**src/rtl/hdlc_tx_pkg.sv**
```systemverilog
package hdlc_tx_pkg;

  // kind of eight-bit unit placed into the shifter at a boundary
  typedef enum logic [2:0] {
    U_ONES  = 3'd0,
    U_FLAG  = 3'd1,
    U_DATA  = 3'd2,
    U_CRCLO = 3'd3,
    U_CRCHI = 3'd4
  } unit_e;

  // frame sequencing state: what the next boundary decides
  typedef enum logic [1:0] {
    ST_IDLE  = 2'd0,
    ST_FRAME = 2'd1,
    ST_CRCHI = 2'd2,
    ST_CLOSE = 2'd3
  } tx_state_e;

  // strobes from control to datapath, meaningful at a boundary
  typedef struct packed {
    unit_e unitSel;
    logic  presetCrc;
    logic  accumCrc;
  } tx_strobe_t;

endpackage

```
**src/rtl/hdlc_tx_ctrl.sv**
```systemverilog
module hdlc_tx_ctrl
  import hdlc_tx_pkg::*;
#(
  parameter int BYTE_W = 8
) (
  input  logic              clk,
  input  logic              rstN,
  input  logic              boundary,
  input  logic              txEn,
  input  logic              crcEn,
  input  logic              idleFlags,
  input  logic              abortOnUnderrun,
  input  logic              autoOpenFlag,
  input  logic              autoEomClear,
  input  logic              eomClear,
  input  logic              wrStrobe,
  input  logic [BYTE_W-1:0] wrData,
  output logic              bufEmpty,
  output logic [BYTE_W-1:0] bufData,
  output logic              eomLatch,
  output tx_strobe_t        strobe
);

  tx_state_e state, stateNext;
  logic bufFull;
  logic prevFlag;
  logic consume;
  logic eomSet;
  logic frameStart;
  logic wrTake;

  assign bufEmpty = !bufFull;
  assign wrTake   = wrStrobe && !bufFull;

  // boundary decision: pick the next unit and advance the sequence
  always_comb begin
    strobe     = '{unitSel: U_ONES, presetCrc: 1'b0, accumCrc: 1'b0};
    stateNext  = state;
    consume    = 1'b0;
    eomSet     = 1'b0;
    frameStart = 1'b0;
    if (boundary) begin
      if (!txEn) begin
        stateNext = ST_IDLE;
      end else begin
        case (state)
          ST_IDLE: begin
            if (bufFull) begin
              frameStart       = 1'b1;
              stateNext        = ST_FRAME;
              strobe.presetCrc = autoOpenFlag;
              if (autoOpenFlag && !prevFlag) begin
                strobe.unitSel = U_FLAG;
              end else begin
                strobe.unitSel  = U_DATA;
                strobe.accumCrc = crcEn;
                consume         = 1'b1;
              end
            end else begin
              strobe.unitSel = idleFlags ? U_FLAG : U_ONES;
            end
          end
          ST_FRAME: begin
            if (bufFull) begin
              strobe.unitSel  = U_DATA;
              strobe.accumCrc = crcEn;
              consume         = 1'b1;
            end else if (eomLatch) begin
              strobe.unitSel = U_FLAG;
              stateNext      = ST_IDLE;
            end else if (abortOnUnderrun) begin
              strobe.unitSel = U_ONES;
              eomSet         = 1'b1;
              stateNext      = ST_CLOSE;
            end else if (crcEn) begin
              strobe.unitSel = U_CRCLO;
              eomSet         = 1'b1;
              stateNext      = ST_CRCHI;
            end else begin
              strobe.unitSel = U_FLAG;
              stateNext      = ST_IDLE;
            end
          end
          ST_CRCHI: begin
            strobe.unitSel = U_CRCHI;
            stateNext      = ST_CLOSE;
          end
          default: begin
            strobe.unitSel = U_FLAG;
            stateNext      = ST_IDLE;
          end
        endcase
      end
    end
  end

  always_ff @(posedge clk) begin
    if (!rstN) begin
      state    <= ST_IDLE;
      bufFull  <= 1'b0;
      bufData  <= '0;
      prevFlag <= 1'b0;
      eomLatch <= 1'b1;
    end else begin
      state <= stateNext;
      if (consume) begin
        bufFull <= 1'b0;
      end else if (wrTake) begin
        bufFull <= 1'b1;
      end
      if (wrTake) begin
        bufData <= wrData;
      end
      if (boundary) begin
        prevFlag <= (strobe.unitSel == U_FLAG);
      end
      if (eomSet) begin
        eomLatch <= 1'b1;
      end else if (eomClear || (frameStart && autoEomClear)) begin
        eomLatch <= 1'b0;
      end
    end
  end

  a_r1_write_taken: assert property (@(posedge clk) disable iff (!rstN)
    (wrStrobe && bufEmpty) |=> !bufEmpty);

  a_r1_full_write_ignored: assert property (@(posedge clk) disable iff (!rstN)
    (wrStrobe && !bufEmpty) |=> $stable(bufData));

  a_r7_latch_sets_at_boundary: assert property (@(posedge clk) disable iff (!rstN)
    $rose(eomLatch) |-> $past(boundary));

  a_r11_disabled_drops_frame: assert property (@(posedge clk) disable iff (!rstN)
    (boundary && !txEn) |=> (state == ST_IDLE));

endmodule

```
**src/rtl/hdlc_tx_dp.sv**
```systemverilog
module hdlc_tx_dp
  import hdlc_tx_pkg::*;
#(
  parameter int                  BYTE_W    = 8,
  parameter int                  STUFF_RUN = 5,
  parameter logic [BYTE_W-1:0]   FLAG_PAT  = 8'h7E,
  parameter logic [2*BYTE_W-1:0] CRC_POLY  = 16'h8408
) (
  input  logic              clk,
  input  logic              rstN,
  input  tx_strobe_t        strobe,
  input  logic [BYTE_W-1:0] bufData,
  input  logic              nrziEn,
  input  logic              forceHigh,
  input  logic              crcPresetOnes,
  output logic              boundary,
  output logic              txOut
);

  localparam int CRC_W = 2 * BYTE_W;
  localparam int CNT_W = $clog2(BYTE_W + 1);
  localparam int RUN_W = $clog2(STUFF_RUN + 1);
  localparam logic [CNT_W-1:0] FULL_CNT = CNT_W'(BYTE_W);
  localparam logic [CNT_W-1:0] ONE_CNT  = CNT_W'(1);
  localparam logic [RUN_W-1:0] RUN_LAST = RUN_W'(STUFF_RUN - 1);
  localparam logic [RUN_W-1:0] RUN_ONE  = RUN_W'(1);

  logic [BYTE_W-1:0] shReg;
  logic [CNT_W-1:0]  bitCnt;
  logic              stuffMode;
  logic              stuffNow;
  logic [RUN_W-1:0]  onesCnt;
  logic [RUN_W-1:0]  onesNext;
  logic              lvl;
  logic [CRC_W-1:0]  crcReg;
  logic [CRC_W-1:0]  crcBase;
  logic [CRC_W-1:0]  crcNext;
  logic [BYTE_W-1:0] loadByte;
  logic              loadStuffed;
  logic              rawBit;
  logic              stuffHit;
  logic              lineRaw;
  logic              pastValid;

  function automatic logic [CRC_W-1:0] crcAccum(input logic [CRC_W-1:0] seed,
                                                input logic [BYTE_W-1:0] din);
    logic [CRC_W-1:0] c;
    logic fb;
    c = seed;
    for (int i = 0; i < BYTE_W; i++) begin
      fb = c[0] ^ din[i];
      c  = c >> 1;
      if (fb) c = c ^ CRC_POLY;
    end
    return c;
  endfunction

  // current line bit and unit-end detection
  assign rawBit   = stuffNow ? 1'b0 : shReg[0];
  assign stuffHit = !stuffNow && stuffMode && shReg[0] && (onesCnt == RUN_LAST);
  assign boundary = stuffNow ? (bitCnt == '0) : ((bitCnt == ONE_CNT) && !stuffHit);
  assign onesNext = (stuffNow || !stuffMode || !shReg[0]) ? '0 : onesCnt + RUN_ONE;

  // line coding
  assign lineRaw = nrziEn ? (rawBit ? lvl : !lvl) : rawBit;
  assign txOut   = (nrziEn && forceHigh) ? 1'b1 : lineRaw;

  // CRC arithmetic
  assign crcBase = strobe.presetCrc ? {CRC_W{crcPresetOnes}} : crcReg;
  assign crcNext = crcAccum(crcBase, bufData);

  // unit selection into the shifter
  always_comb begin
    loadStuffed = 1'b0;
    case (strobe.unitSel)
      U_FLAG:  loadByte = FLAG_PAT;
      U_DATA:  begin loadByte = bufData;                 loadStuffed = 1'b1; end
      U_CRCLO: begin loadByte = ~crcReg[BYTE_W-1:0];     loadStuffed = 1'b1; end
      U_CRCHI: begin loadByte = ~crcReg[CRC_W-1:BYTE_W]; loadStuffed = 1'b1; end
      default: loadByte = '1;
    endcase
  end

  always_ff @(posedge clk) begin
    if (!rstN) begin
      shReg     <= '1;
      bitCnt    <= FULL_CNT;
      stuffMode <= 1'b0;
      stuffNow  <= 1'b0;
      onesCnt   <= '0;
      lvl       <= 1'b1;
      crcReg    <= '1;
      pastValid <= 1'b0;
    end else begin
      pastValid <= 1'b1;
      lvl       <= lineRaw;
      if (boundary) begin
        shReg     <= loadByte;
        bitCnt    <= FULL_CNT;
        stuffMode <= loadStuffed;
        stuffNow  <= 1'b0;
        onesCnt   <= loadStuffed ? onesNext : '0;
        if (strobe.accumCrc) begin
          crcReg <= crcNext;
        end else if (strobe.presetCrc) begin
          crcReg <= crcBase;
        end
      end else if (stuffNow) begin
        stuffNow <= 1'b0;
        onesCnt  <= '0;
      end else begin
        shReg    <= shReg >> 1;
        bitCnt   <= bitCnt - ONE_CNT;
        onesCnt  <= onesNext;
        stuffNow <= stuffHit;
      end
    end
  end

  a_r3_unstuffed_no_run: assert property (@(posedge clk) disable iff (!rstN)
    !stuffMode |-> (onesCnt == '0));

  a_r3_stuff_after_run: assert property (@(posedge clk) disable iff (!rstN)
    stuffNow |-> (rawBit == 1'b0) && $past(shReg[0]) && $past(stuffMode));

  a_r12_nrzi_one_holds: assert property (@(posedge clk) disable iff (!rstN)
    (pastValid && nrziEn && !forceHigh && $past(nrziEn) && !$past(forceHigh) && rawBit)
      |-> (txOut == $past(txOut)));

  a_r12_force_high: assert property (@(posedge clk) disable iff (!rstN)
    (nrziEn && forceHigh) |-> txOut);

endmodule

```
**src/rtl/hdlc_tx.sv**
```systemverilog
module hdlc_tx
  import hdlc_tx_pkg::*;
#(
  parameter int                  BYTE_W    = 8,
  parameter int                  STUFF_RUN = 5,
  parameter logic [BYTE_W-1:0]   FLAG_PAT  = 8'h7E,
  parameter logic [2*BYTE_W-1:0] CRC_POLY  = 16'h8408
) (
  input  logic              clk,
  input  logic              rstN,
  input  logic              txEn,
  input  logic              crcEn,
  input  logic              nrziEn,
  input  logic              idleFlags,
  input  logic              abortOnUnderrun,
  input  logic              crcPresetOnes,
  input  logic              autoOpenFlag,
  input  logic              autoEomClear,
  input  logic              forceHigh,
  input  logic              eomClear,
  input  logic              wrStrobe,
  input  logic [BYTE_W-1:0] wrData,
  output logic              bufEmpty,
  output logic              eomLatch,
  output logic              txOut
);

  tx_strobe_t        strobe;
  logic              boundary;
  logic [BYTE_W-1:0] bufData;

  hdlc_tx_ctrl #(.BYTE_W(BYTE_W)) ctrl_i (
    .clk             (clk),
    .rstN            (rstN),
    .boundary        (boundary),
    .txEn            (txEn),
    .crcEn           (crcEn),
    .idleFlags       (idleFlags),
    .abortOnUnderrun (abortOnUnderrun),
    .autoOpenFlag    (autoOpenFlag),
    .autoEomClear    (autoEomClear),
    .eomClear        (eomClear),
    .wrStrobe        (wrStrobe),
    .wrData          (wrData),
    .bufEmpty        (bufEmpty),
    .bufData         (bufData),
    .eomLatch        (eomLatch),
    .strobe          (strobe)
  );

  hdlc_tx_dp #(
    .BYTE_W    (BYTE_W),
    .STUFF_RUN (STUFF_RUN),
    .FLAG_PAT  (FLAG_PAT),
    .CRC_POLY  (CRC_POLY)
  ) dp_i (
    .clk           (clk),
    .rstN          (rstN),
    .strobe        (strobe),
    .bufData       (bufData),
    .nrziEn        (nrziEn),
    .forceHigh     (forceHigh),
    .crcPresetOnes (crcPresetOnes),
    .boundary      (boundary),
    .txOut         (txOut)
  );

endmodule

```
**config.mk**
```make
export PLATFORM = sky130hd
export DESIGN_NAME = hdlc_tx
export DESIGN_NICKNAME = d
export VERILOG_FILES = /design/src/rtl/hdlc_tx_pkg.sv /design/src/rtl/hdlc_tx_ctrl.sv /design/src/rtl/hdlc_tx_dp.sv /design/src/rtl/hdlc_tx.sv
export SDC_FILE = /design/constraint.sdc
export NUM_CORES = 1
export LEC_CHECK = 0
export BUFFER_PORTS_ARGS = -buffer_cell sky130_fd_sc_hd__buf_4
export CAP_MARGIN = 20
export CORE_MARGIN = 2
export CORE_UTILIZATION = 35
export DETAILED_ROUTE_END_ITERATION = 16
export HOLD_SLACK_MARGIN = 0.02
export PLACE_DENSITY_LB_ADDON = 0.08
export REMOVE_ABC_BUFFERS = 1
export SETUP_SLACK_MARGIN = 0.5
export SLEW_MARGIN = 20
export SYNTH_ARGS = -nofsm -noshare
export SYNTH_HDL_FRONTEND = slang
export SYNTH_SLANG_ARGS = --single-unit
export TNS_END_PERCENT = 10
```
**constraint.sdc**
```tcl
create_clock -name clk -period 2.8 [get_ports clk]
set_clock_uncertainty 0.15 [all_clocks]
set_input_delay 0.42 -clock clk [delete_from_list [all_inputs] [get_ports clk]]
set_output_delay 0.42 -clock clk [all_outputs]
set_load 0.02 [all_outputs]
```
Word-level counts from Yosys, hierarchy flattened
Index checks and enable logic that the tools add are counted.
W data, S select, Z words.
{"block": "op_classes", "bitwise_logic": 19, "n_addsub": 2, "n_eq_ne": 11, "n_reduce_logical": 28, "muxes": 62}
{"operator": "$mux W16", "count": 11}
{"operator": "$pmux W8 S4", "count": 1}
{"operator": "$mux W1", "count": 25}
{"operator": "$mux W3", "count": 8}
{"operator": "$not A2 Y3", "count": 8}
{"operator": "$mux W2", "count": 9}
{"operator": "$mux W8", "count": 2}
{"operator": "$not A8 Y8", "count": 2}
{"operator": "$mux W5", "count": 2}
{"operator": "$pmux W3 S3", "count": 1}
{"operator": "$logic_and A1 B1 Y1", "count": 8}
{"operator": "$xor A1 B1 Y1", "count": 8}
{"operator": "$logic_not A1 Y1", "count": 7}
{"operator": "$eq A3 B2 Y1 const B", "count": 2}
{"operator": "$eq A3 B3 Y1 const B", "count": 2}
{"operator": "$pmux W2 S3", "count": 1}
{"operator": "$reduce_or A2 Y1", "count": 3}
{"operator": "$reduce_or A3 Y1", "count": 2}
{"operator": "$eq A4 B1 Y1 const B", "count": 1}
{"operator": "$logic_not A4 Y1", "count": 1}
{"operator": "$pmux W1 S2", "count": 2}
{"operator": "$sub A4 B1 Y4 const B", "count": 1}
{"operator": "$add A3 B1 Y3 const B", "count": 1}
{"operator": "$eq A3 B1 Y1 const B", "count": 1}
{"operator": "other kinds (11)", "count": 13}
{"block": "word_totals", "wordCells": 134, "output_inout_bits": 3, "inputBits": 21, "register_bits": 47}

Longest topological paths before layout
Gate-level depths: netlist (run 1).
{"block": "logic_depth", "depth_word": 26, "ltp_mapped": 10, "mapped_depth_nobuf": 8}

Hierarchy
Synthesis (run 1) repeated with hierarchy kept, for this count alone.
{"block": "hier_totals", "cells_unflattened": 346, "area_unflattened_um2": 2951.6}
{"module": "hdlc_tx_dp", "cells_per_inst": 276, "seq_area_each_um2": 680.7, "area_each_um2": 2306.0, "n_inst": 1}
{"module": "hdlc_tx_ctrl", "cells_per_inst": 70, "seq_area_each_um2": 260.2, "area_each_um2": 645.6, "n_inst": 1}

Worst setup path after synthesis (run 1)
No wires, ideal clock.
{"block": "synth_timing", "path_kind": "register -> register", "startpoint": "register dp_i.onesCnt[0]", "endpoint": "register dp_i.crcReg[2]", "required_ps": 2555, "n_path_buf": 1, "t_arrival_ps": 2207, "period_less_slack_ps": 2452, "path_slack_ps": 348, "setup_time_ps": 95, "path_stages_with_launch": 10, "cell_sequence": "dfxtp_1 inv_1 ha_1 and2_1 a311o_1 or2_1 buf_6 or4_1 and3_1 o311ai_1"}
{"block": "synth_between", "elab_chain_cells": 18, "elab_cells_between_ends": 23, "classes_between": "1 x eq/ne; 13 x mux; 4 x bitwise; 5 x reduce/logical"}
{"item": "start: declaration", "line_no": "hdlc_tx_dp.sv:32", "text": "logic [RUN_W-1:0] onesCnt;"}
{"item": "start signal: assignment", "line_no": "hdlc_tx_dp.sv:102", "text": "onesCnt <= loadStuffed ? onesNext : '0;"}
{"item": "start signal: assignment", "line_no": "hdlc_tx_dp.sv:114", "text": "onesCnt <= onesNext;"}
{"item": "$eq A3 B3 Y1 *", "line_no": "hdlc_tx_dp.sv:60", "text": "assign stuffHit = !stuffNow && stuffMode && shReg[0] && (onesCnt == RUN_LAST);"}
{"item": "$logic_and A1 B1 Y1 *", "line_no": "hdlc_tx_dp.sv:60"}
{"item": "$logic_not A1 Y1 *", "line_no": "hdlc_tx_dp.sv:61", "text": "assign boundary = stuffNow ? (bitCnt == '0) : ((bitCnt == ONE_CNT) && !stuffHit);"}
{"item": "$logic_and A1 B1 Y1 *", "line_no": "hdlc_tx_dp.sv:61"}
{"item": "$mux W1 *", "line_no": "hdlc_tx_dp.sv:61"}
{"item": "$mux W5", "line_no": "hdlc_tx_ctrl.sv:42", "text": "if (boundary) begin"}
{"item": "$mux W16", "line_no": "hdlc_tx_dp.sv:69", "text": "assign crcBase = strobe.presetCrc ? {CRC_W{crcPresetOnes}} : crcReg;"}
{"item": "$mux W16 (2 in series)", "line_no": "hdlc_tx_dp.sv:53", "text": "if (fb) c = c ^ CRC_POLY;"}
{"item": "$xor A1 B1 Y1 or $not A2 Y3 (tied branches)"}
{"item": "$mux W16 (4 in series)", "line_no": "hdlc_tx_dp.sv:53"}
{"item": "$xor A1 B1 Y1", "line_no": "hdlc_tx_dp.sv:51", "text": "fb = c[0] ^ din[i];"}
{"item": "$mux W16 (2 in series)", "line_no": "hdlc_tx_dp.sv:53"}
{"item": "$mux W16", "line_no": "hdlc_tx_dp.sv:103", "text": "if (strobe.accumCrc) begin"}
{"item": "end signal: assignment", "line_no": "hdlc_tx_dp.sv:104", "text": "crcReg <= crcNext;"}
{"item": "end signal: assignment", "line_no": "hdlc_tx_dp.sv:106", "text": "crcReg <= crcBase;"}
{"item": "end: declaration", "line_no": "hdlc_tx_dp.sv:35", "text": "logic [CRC_W-1:0] crcReg;"}
Mark *: on every way between the ends. The rest lies on a longest branch, timed or not. The select of a mux whose other input is x is not followed.
A chain may end at the register's enable or synchronous reset.

Worst setup path in the final report (run 1)
Same ends and word-level chain as after synthesis.

==> summary.txt, run 1 <==
Run status = completed
Pwr per Cell Area = 464 mW/mm²
Register area share after synthesis = 34.6%
Tmin final = 2.37 ns
Layout area overhead = 23.8%
Largest net degree at the start of global routing = 42
Post-Synth Adder-Cell Area = 2.30%
CP delay by family, top = simple AND/OR/NAND/NOR gates
F_max = 0.423 GHz
Share of cells above drive strength 1 = 23.2%
DIE AREA = 0.00849 mm²
Post-layout util = 44.3%
Reg power frac = 48.5%
Post-DP Area = 0.00308 mm²
IO buf count = 23
Total number of H-tree levels = 2
Post-synthesis mux area share = 3.31%
Cts bufs inserted = 5
Die Ht = 92.2 µm
Iter 0 DRT Violations = 64
Initial antenna violation count = 0
Kind of critical path = flop to flop
Crit path cell chain = inv_1 -> ha_1 -> and2_4 -> a311o_2 -> or2_4 -> or4_4 -> and3_1 -> o311ai_1
PnR Total Power = 0.00156 W
MaxCap Viol Count = 0
Worst path bufs/invs = 1
Hold Buf Count CTS = 0
Number of synthesized flops with an enable pin = 0
Vias = 2433
Max-slew violations = 0
Number of cell rows = 32
Clock buffer depth = 2
Main flop type after synthesis = dfxtp_1
IO Pins = 24
Compound-Gate Fraction of Synth Area = 23.5%
Switching share of power = 29.3%
Leak Pwr = 1.34 nW
Most area-hungry cell type in the Yosys netlist = dfxtp_1
Global-route wire length before repair = 12.3 mm
DRC = 0
Main area contributors after synthesis = dfxtp_1, xnor2_1, o21ai_0, nor2_1, a21oi_1
Worst path max stage delay = 0.50 ns
Die X = 92.2 µm
Worst hold-check path type = input pin to flop
DR WL/cell = 15.8 µm
Switch Pwr = 0.000458 W
Synth Area in XOR/XNOR = 12.5%
Crit end category = flop
WP data arrival = 2.43 ns
CTS tree = built
Clock transition at path regs = 0.09 ns
Worst slew pin tran = 0.423 ns
YS warnings = 0
# nets final = 392
Unique cell type count in the Yosys netlist = 49
Clock sink count = 47
Post-route cell area = 0.00337 mm²
Synthesized cell area = 0.00272 mm²
Clk_lat worst skew = 0.30 ns
GRT Util Overall = 18.3%
# fillers = 779
CP max FO = 6
Combinational share of power = 24.3%
Largest family of logic cells by synthesized area = compound AO/OA/AOI/OAI gates
Grt total ovfl = 0
Commonest cells in the synthesized netlist = dfxtp_1, nor2_1, o21ai_0
Most frequent cell after synthesis = dfxtp_1
Critical Path Slowest Stage Cell = or4_4
Startpoint types = flop
P_int = 0.00110 W
Antenna-violating nets left = 0
DR pass1 iterations = 4
Crit share post-route = 84.5%
Synth Instances = 325
Initial Utilization = 35.8%
RSZ-0062 raised after global routing = true
GPL Wtd Cong = 0.812
Hold Vio Cnt, Final = 0
CORE AREA = 0.00761 mm²
Clock power share = 27.2%
Syn avg cell area = 8.37 µm²
CP Data Required Time = 2.86 ns
Yosys reg bits = 47
N_diodes = 0
Vias in the first global route = 2478
Slew HR = 71.6%
Async SR Flop Fraction = 0%
Max VDD drop = 0.000194 V
Final wirelength = 7.39 mm
Top-area cell type share of the netlist area = 34.6%
Final setup violating endpoints = 0
Post-synthesis simple-gate area fraction = 19.0%
Root Driver = clkbuf_8
Dpl hpwl = 5.11 mm
Post-DR vias/cell = 5.20
## worst reg2reg max path: stages, from the launching register on
cell	delay, ns
dfxtp_2	0.33
inv_1	0.04
ha_1	0.19
and2_4	0.15
a311o_2	0.37
or2_4	0.28
or4_4	0.50
and3_1	0.20
o311ai_1	0.07
## layer usage
| metal | share of wire (%) | GRT usage (%) | vias up |
|---|---|---|---|
| met1 | 48 | 23.9 | 1148 |
| met4 | 1.5 | 5.22 | 0 |
| met3 | 3.5 | 2.88 | 8 |
| met5 | 0 | 0 | - |
| met2 | 47 | 31.3 | 49 |
| li1 | - | - | 1228 |
## per-stage QoR
stage | hold slack, ns | std cells | setup TNS, ns | setup WS, ns
floorplan | 0.267 | 303 | -0.161 | -0.0874
global placement | 0.284 | 449 | 0 | 0.183
detailed placement | 0.286 | 449 | 0 | 0.0831
CTS | 0.213 | 467 | 0 | 0.408
global route | 0.219 | 468 | 0 | 0.314
finish | 0.219 | 468 | 0 | 0.435
## kinds of logic (layout without fill, tap and decap cells)
group	after synthesis	after routing
AND/OR/NAND/NOR	104	104
AO/OA/AOI/OAI	95	95
flip-flops	47	47
XOR/XNOR	34	34
buffers and inverters	31	72
multiplexers	9	9
adder cells (fa/ha/maj)	5	5
## final cells by class
class | instances | area (µm²) | area share (%)
multi-input combinational | 247 | 1720 | 51.2
sequential | 47 | 948 | 28.2
timing repair buffer | 56 | 444 | 13.2
tap | 102 | 128 | 3.79
clock buffer | 6 | 82.6 | 2.45
inverter | 9 | 36.3 | 1.08
clock inverter | 1 | 5.00 | 0.149
## state kept, by name (all words and copies together), names as in the netlist
signal and cells:
dp_i.crcReg 16, ctrl_i.bufData 8, dp_i.shReg 8, dp_i.bitCnt 4
dp_i.onesCnt 3, ctrl_i.state 2, ctrl_i.bufFull 1, ctrl_i.eomLatch 1
ctrl_i.prevFlag 1, dp_i.lvl 1, dp_i.stuffMode 1, dp_i.stuffNow 1
## power groups by stage
stage | sequential [W] | clock [W] | combinational (W)
detailed placement | 0.000768 | 0 | 0.000314
finish | 0.000758 | 0.000425 | 0.000380
global route | 0.000764 | 0.000463 | 0.000420
global placement | 0.000768 | 0 | 0.000312
CTS | 0.000756 | 0.000441 | 0.000368
floorplan | 0.000757 | 0 | 0.000208
## layout by cell type, fill, tap and decap left out, drive strengths merged, types with 6 or more instances in the layout
master   n
clkbuf   6
inv      9
nand2   21
mux2i    9
o21ai   26
nor2    34
nand3    8
dfxtp   47
o211ai   7
buf     56
xnor2   17
nor2b   15
a21oi   25
xor2    14
a211oi   9
## final timing paths
kind	cells after the start	slack [ns]	from	endpoint
worst max-delay path	8	0.43	dp_i.onesCnt[0]$_SDFF_PN0_	dp_i.crcReg[2]$_SDFFE_PN1P_
worst min-delay path	3	0.22	wrData[0]	ctrl_i.bufData[0]$_SDFFE_PN0P_
worst max register to register	8	0.43	dp_i.onesCnt[0]$_SDFF_PN0_	dp_i.crcReg[2]$_SDFFE_PN1P_
worst min register to register	2	0.34	dp_i.shReg[3]$_SDFFE_PN1P_	dp_i.shReg[3]$_SDFFE_PN1P_
## repair_timing
action	CTS	global route
resized for setup	28	5
buffers inserted	11	1
setup endpoints to repair	24	26
pin swaps	9	2
gates cloned	0	0
(Power assumes the default switching activity.)
==> inputs of run 2 (changes only) <==
clock period = 2.1 ns   (was 2.8 ns; I/O delays follow)
==> summary.txt, run 2 (synthesis gave the netlist of run 1 again) <==
Leak Pwr = 1.50 nW
RSZ-0062 raised after global routing = true
# nets final = 418
Max reg flops = 16
Reg2Reg Launch Point = dp_i.onesCnt[0]$_SDFF_PN0_
Crit end category = flop
Met2 wire length = 3.31 mm
Flop2flop setup slack = -0.22 ns
Violated checks = setup timing
Worst path max stage delay = 0.52 ns
Vias = 2504
DRT met1 WL = 3.74 mm
Hold wc startpoint = wrData[2]
Post-route cell area = 0.00367 mm²
Max Used Layer = met4
Critical Path Slowest Stage Cell = or4_1
Pre-CTS setup slack = -0.441 ns
# fillers = 772
Share of cells above drive strength 1 = 32.1%
Final worst slack = -0.224 ns
Crit path cell chain = inv_2 -> ha_4 -> and2_4 -> a311o_2 -> or2_4 -> or4_1 -> and3_4 -> o311ai_2
Global-route wire length before repair = 12.3 mm
Largest regs = dp_i.crcReg (16), ctrl_i.bufData (8), dp_i.shReg (8)
Post-DR vias/cell = 5.06
DIE AREA = 0.00849 mm²
GPL Wtd Cong = 0.826
Root Driver = clkbuf_8
Commonest non-fill, non-tap cells in the layout = buf_4, dfxtp_1, nor2_1
Worst hold path depth = 3
Cts bufs inserted = 5
CP delay by family, top = simple AND/OR/NAND/NOR gates
Initial Utilization = 35.8%
Antenna-violating nets left = 0
Final setup violating endpoints = 26
GRT Util Overall = 18.3%
Hold Path Sink = ctrl_i.bufData[2]$_SDFFE_PN0P_
Grt total ovfl = 0
Clock buffer depth = 2
Dpl hpwl = 5.52 mm
Startpoint types = flop
WHS = 0.115 ns
Setup total negative slack = -2.59 ns
Iter 0 DRT Violations = 118
Number of cell rows = 32
Run status = complete, but fails checks
Vias in the first global route = 2461
Commonest non-fill, non-tap cell in the layout = buf_4
Clock sink count = 47
Die X = 92.2 µm
Die Ht = 92.2 µm
Max-slew violations = 0
RR Endpoint = dp_i.crcReg[2]$_SDFFE_PN1P_
Crit share post-route = 111%
Clock transition at path regs = 0.09 ns
CP max FO = 7
Slew HR = 69.0%
Worst hold-check path type = input pin to flop
CTS tree = built
FF-to-FF path depth = 8
DRC = 0
Final wirelength = 7.40 mm
DR pass1 iterations = 4
Tmin final = 2.32 ns
Biggest register = dp_i.crcReg
Clk_lat worst skew = 0.31 ns
Initial antenna violation count = 0
IO buf count = 23
Post-DP Area = 0.00335 mm²
CP Data Required Time = 2.17 ns
WP data arrival = 2.39 ns
Largest net degree at the start of global routing = 31
Kind of critical path = flop to flop
Total number of H-tree levels = 2
DR WL/cell = 14.9 µm
IO Pins = 24
F_max = 0.430 GHz
MaxCap Viol Count = 0
N_diodes = 0
Pwr per Cell Area = 645 mW/mm²
Worst path bufs/invs = 1
WL met3 = 272 µm
Worst slew pin tran = 0.465 ns
Max VDD drop = 0.000410 V
CORE AREA = 0.00761 mm²
Layout area overhead = 35.0%
Hold Vio Cnt, Final = 0
## run 2: power by group
group / total, W / internal [W] / switching (W)
clock network: 0.000807 / 0.000475 / 0.000331
registers: 0.000984 / 0.000947 / 0.0000376
logic: 0.000579 / 0.000317 / 0.000263
total: 0.00237 / 0.00174 / 0.000632
## run 2: repair_timing
item,CTS,global route
endpoints found under the setup margin,38,38
pin swaps,14,9
setup buffers,2,0
gates resized for setup,36,19
hold buffers,0,0
## run 2: stage by stage
stage | total power, W | instances | utilization, %
global route | 0.00248 | 495 | 48.3
floorplan | 0.00129 | 303 | -
finish | 0.00237 | 495 | 48.3
global placement | 0.00154 | 485 | 44.1
detailed placement | 0.00154 | 485 | 44.1
CTS | 0.00237 | 495 | 47.4
## run 2: routing by layer
layer / vias to the layer above / GRT usage, %
met3: 6 / 3.12
li1: 1282 / -
met1: 1178 / 26.1
met5: - / 0
met4: 0 / 4.23
met2: 38 / 28.8
## run 2: worst max-delay path by stage
stage / slack, ns / startpoint / cells past startpoint / to
CTS: -0.22 / dp_i.onesCnt[0]$_SDFF_PN0_ / 8 / dp_i.crcReg[2]$_SDFFE_PN1P_
detailed placement: -0.44 / dp_i.onesCnt[0]$_SDFF_PN0_ / 8 / dp_i.crcReg[8]$_SDFFE_PN1P_
finish: -0.22 / dp_i.onesCnt[0]$_SDFF_PN0_ / 8 / dp_i.crcReg[2]$_SDFFE_PN1P_
global placement: -0.39 / dp_i.onesCnt[0]$_SDFF_PN0_ / 8 / dp_i.crcReg[8]$_SDFFE_PN1P_
floorplan: -0.79 / dp_i.onesCnt[0]$_SDFF_PN0_ / 8 / dp_i.crcReg[1]$_SDFFE_PN1P_
global route: -0.30 / dp_i.onesCnt[0]$_SDFF_PN0_ / 8 / dp_i.crcReg[1]$_SDFFE_PN1P_
## run 2: layout make-up
cell class | instances | area (µm²) | area share (%)
clock buffer | 5 | 68.8 | 1.87
inverter | 9 | 33.8 | 0.920
sequential | 47 | 947 | 25.8
clock inverter | 3 | 67.6 | 1.84
multi-input combinational | 247 | 1790 | 48.7
timing repair buffer | 82 | 638 | 17.4
tap | 102 | 128 | 3.48
## run 2: worst register-to-register path: stages, from the launching register on
cell and delay [ns]:
dfxtp_2 0.34, inv_2 0.04, ha_4 0.14, and2_4 0.14, a311o_2 0.39, or2_4 0.27, or4_1 0.52, and3_4 0.19
o311ai_2 0.06
==> inputs of run 3 (changes only) <==
ABC_AREA = 1   (was default)
CORE_MARGIN = default   (was 2)
==> summary.txt, run 3 <==
RSZ-0062 raised after global routing = true
Post-DR vias/cell = 4.92
Flop2flop setup slack = -0.05 ns
Grt total ovfl = 0
Startpoint types = flop
Main area contributors after synthesis = dfxtp_1, nand2_1, nand3_1, inv_1, a21oi_1
Largest net degree at the start of global routing = 23
Share of cells above drive strength 1 = 39.1%
Clock buffer depth = 2
Pwr per Cell Area = 522 mW/mm²
GPL Wtd Cong = 0.818
Number of cell rows = 32
Crit share post-route = 102%
Iter 0 DRT Violations = 150
Post-DP Area = 0.00351 mm²
Post-route cell area = 0.00420 mm²
Initial Utilization = 36.6%
Crit end category = flop
Layout area overhead = 47.3%
DIE AREA = 0.00852 mm²
Post-synthesis mux area share = 0%
CP Data Required Time = 2.13 ns
Violated checks = setup timing
Hold Buf Count CTS = 0
Pre-CTS setup slack = -0.155 ns
Max VDD drop = 0.000311 V
GRT Util Overall = 20.9%
Compound-Gate Fraction of Synth Area = 13.2%
F_max = 0.466 GHz
Initial antenna violation count = 0
Most area-hungry cell type in the Yosys netlist = dfxtp_1
YS warnings = 0
Synth Instances = 434
Setup total negative slack = -0.128 ns
Dpl hpwl = 6.34 mm
Max-slew violations = 0
Final setup violating endpoints = 5
Total number of H-tree levels = 2
# fillers = 761
Unique cell type count in the Yosys netlist = 34
PnR Total Power = 0.00219 W
WP data arrival = 2.18 ns
CP max FO = 8
Number of synthesized flops with an enable pin = 0
Post-Synth Adder-Cell Area = 2.19%
Final worst slack = -0.0458 ns
Die Ht = 92.3 µm
Worst slew pin tran = 0.393 ns
Largest regs = dp_i.crcReg (16), ctrl_i.bufData (8), dp_i.shReg (8)
Final wirelength = 9.11 mm
Vias = 3077
DRC = 0
Die X = 92.3 µm
Run status = complete, but fails checks
Vias in the first global route = 2857
IO buf count = 23
Global-route wire length before repair = 14.0 mm
Tmin final = 2.15 ns
Hold Vio Cnt, Final = 0
Biggest register = dp_i.crcReg
Most frequent cell after synthesis = nand2_1
Largest family of logic cells by synthesized area = simple AND/OR/NAND/NOR gates
Main flop type after synthesis = dfxtp_1
Clock transition at path regs = 0.08 ns
Commonest non-fill, non-tap cell in the layout = nand2_1
DR pass1 iterations = 4
Slew HR = 73.6%
Clk_lat worst skew = 0.31 ns
Async SR Flop Fraction = 0%
Max reg flops = 16
Commonest non-fill, non-tap cells in the layout = nand2_1, buf_4, nand3_1
# nets final = 549
Reg2Reg Launch Point = dp_i.bitCnt[1]$_SDFFE_PP0N_
MaxCap Viol Count = 0
Hold wc startpoint = eomClear
Register area share after synthesis = 33.0%
RR Endpoint = dp_i.crcReg[1]$_SDFFE_PN1P_
Synth Area in XOR/XNOR = 1.84%
Worst hold-check path type = input pin to flop
N_diodes = 0
Post-synthesis simple-gate area fraction = 39.0%
Yosys reg bits = 47
Syn avg cell area = 6.58 µm²
Antenna-violating nets left = 0
Post-layout util = 53.8%
Synthesized cell area = 0.00285 mm²
CTS tree = built
DR WL/cell = 14.5 µm
Clock sink count = 47
Worst hold path depth = 4
FF-to-FF path depth = 15
Kind of critical path = flop to flop
Leak Pwr = 2.05 nW
IO Pins = 24
Root Driver = clkbuf_8
Commonest cells in the synthesized netlist = nand2_1, nand3_1, inv_1
Top-area cell type share of the netlist area = 33.0%
Cts bufs inserted = 5
CORE AREA = 0.00781 mm²
Hold Path Sink = ctrl_i.eomLatch$_SDFFE_PP1P_
run 3: worst max-delay path by stage:
stage | depth (start not counted) | slack, ns | end | startpoint
finish | 15 | -0.05 | dp_i.crcReg[1]$_SDFFE_PN1P_ | dp_i.bitCnt[1]$_SDFFE_PP0N_
global route | 15 | -0.16 | dp_i.crcReg[8]$_SDFFE_PN1P_ | dp_i.bitCnt[1]$_SDFFE_PP0N_
CTS | 14 | 0.001 | dp_i.crcReg[9]$_SDFFE_PN1P_ | dp_i.onesCnt[0]$_SDFF_PN0_
detailed placement | 15 | -0.16 | dp_i.crcReg[7]$_SDFFE_PN1P_ | dp_i.bitCnt[0]$_SDFFE_PP0N_
global placement | 14 | -0.13 | dp_i.crcReg[0]$_SDFFE_PN1P_ | dp_i.bitCnt[1]$_SDFFE_PP0N_
floorplan | 15 | -0.19 | dp_i.crcReg[7]$_SDFFE_PN1P_ | dp_i.bitCnt[1]$_SDFFE_PP0N_
run 3: critical path, stage by stage, from the launching register on:
cell and delay (ns):
dfxtp_2 0.34, inv_4 0.08, ha_4 0.14, nand2_4 0.05
nand2_4 0.09, buf_6 0.10, nand4_4 0.22, buf_12 0.24
nand2_4 0.09, nand3_4 0.09, nand2_2 0.09, nand2_4 0.07
nand2_4 0.09, nand2_2 0.06, nand2_1 0.06, nand4_1 0.06
run 3: what timing repair did:
action,4_1_cts,5_1_grt
setup endpoints to repair,37,38
cloned,0,2
endpoints found under the hold margin,0,0
buffers inserted,4,11
gates resized for setup,45,72
pin swaps,11,28
run 3: metrics by stage:
step / cells / hold slack (ns)
finish: 626 / 0.120
floorplan: 421 / 0.234
global route: 626 / 0.131
global placement: 601 / 0.305
CTS: 613 / 0.115
detailed placement: 601 / 0.305
run 3: logic make-up (layout without fill, tap and decap cells):
family | after synthesis | after routing
XOR/XNOR | 6 | 6
buffers and inverters | 75 | 164
adder cells (fa/ha/maj) | 5 | 5
AO/OA/AOI/OAI | 64 | 64
flip-flops | 47 | 47
AND/OR/NAND/NOR | 237 | 238
run 3: where the power goes:
group	switching (W)	internal [W]
sequential	0.0000468	0.000948
clock	0.000312	0.000301
combinational	0.000320	0.000265
run 3: routing by layer:
layer  vias to the layer above  GRT usage [%]  wire, µm
met3                         9           2.71       264
met1                      1419           28.1      4310
met4                         0           4.69        97
met5                         -              0         0
li1                       1597              -         -
met2                        52           35.2      4440
run 3: cell type report:
type / count / area [µm²] / area share [%]
Multi-Input combinational cell: 313 / 2000 / 47.6
Clock buffer: 8 / 100 / 2.38
Tap cell: 102 / 128 / 3.04
Inverter: 62 / 243 / 5.77
Timing Repair Buffer: 94 / 782 / 18.6
Sequential cell: 47 / 950 / 22.6
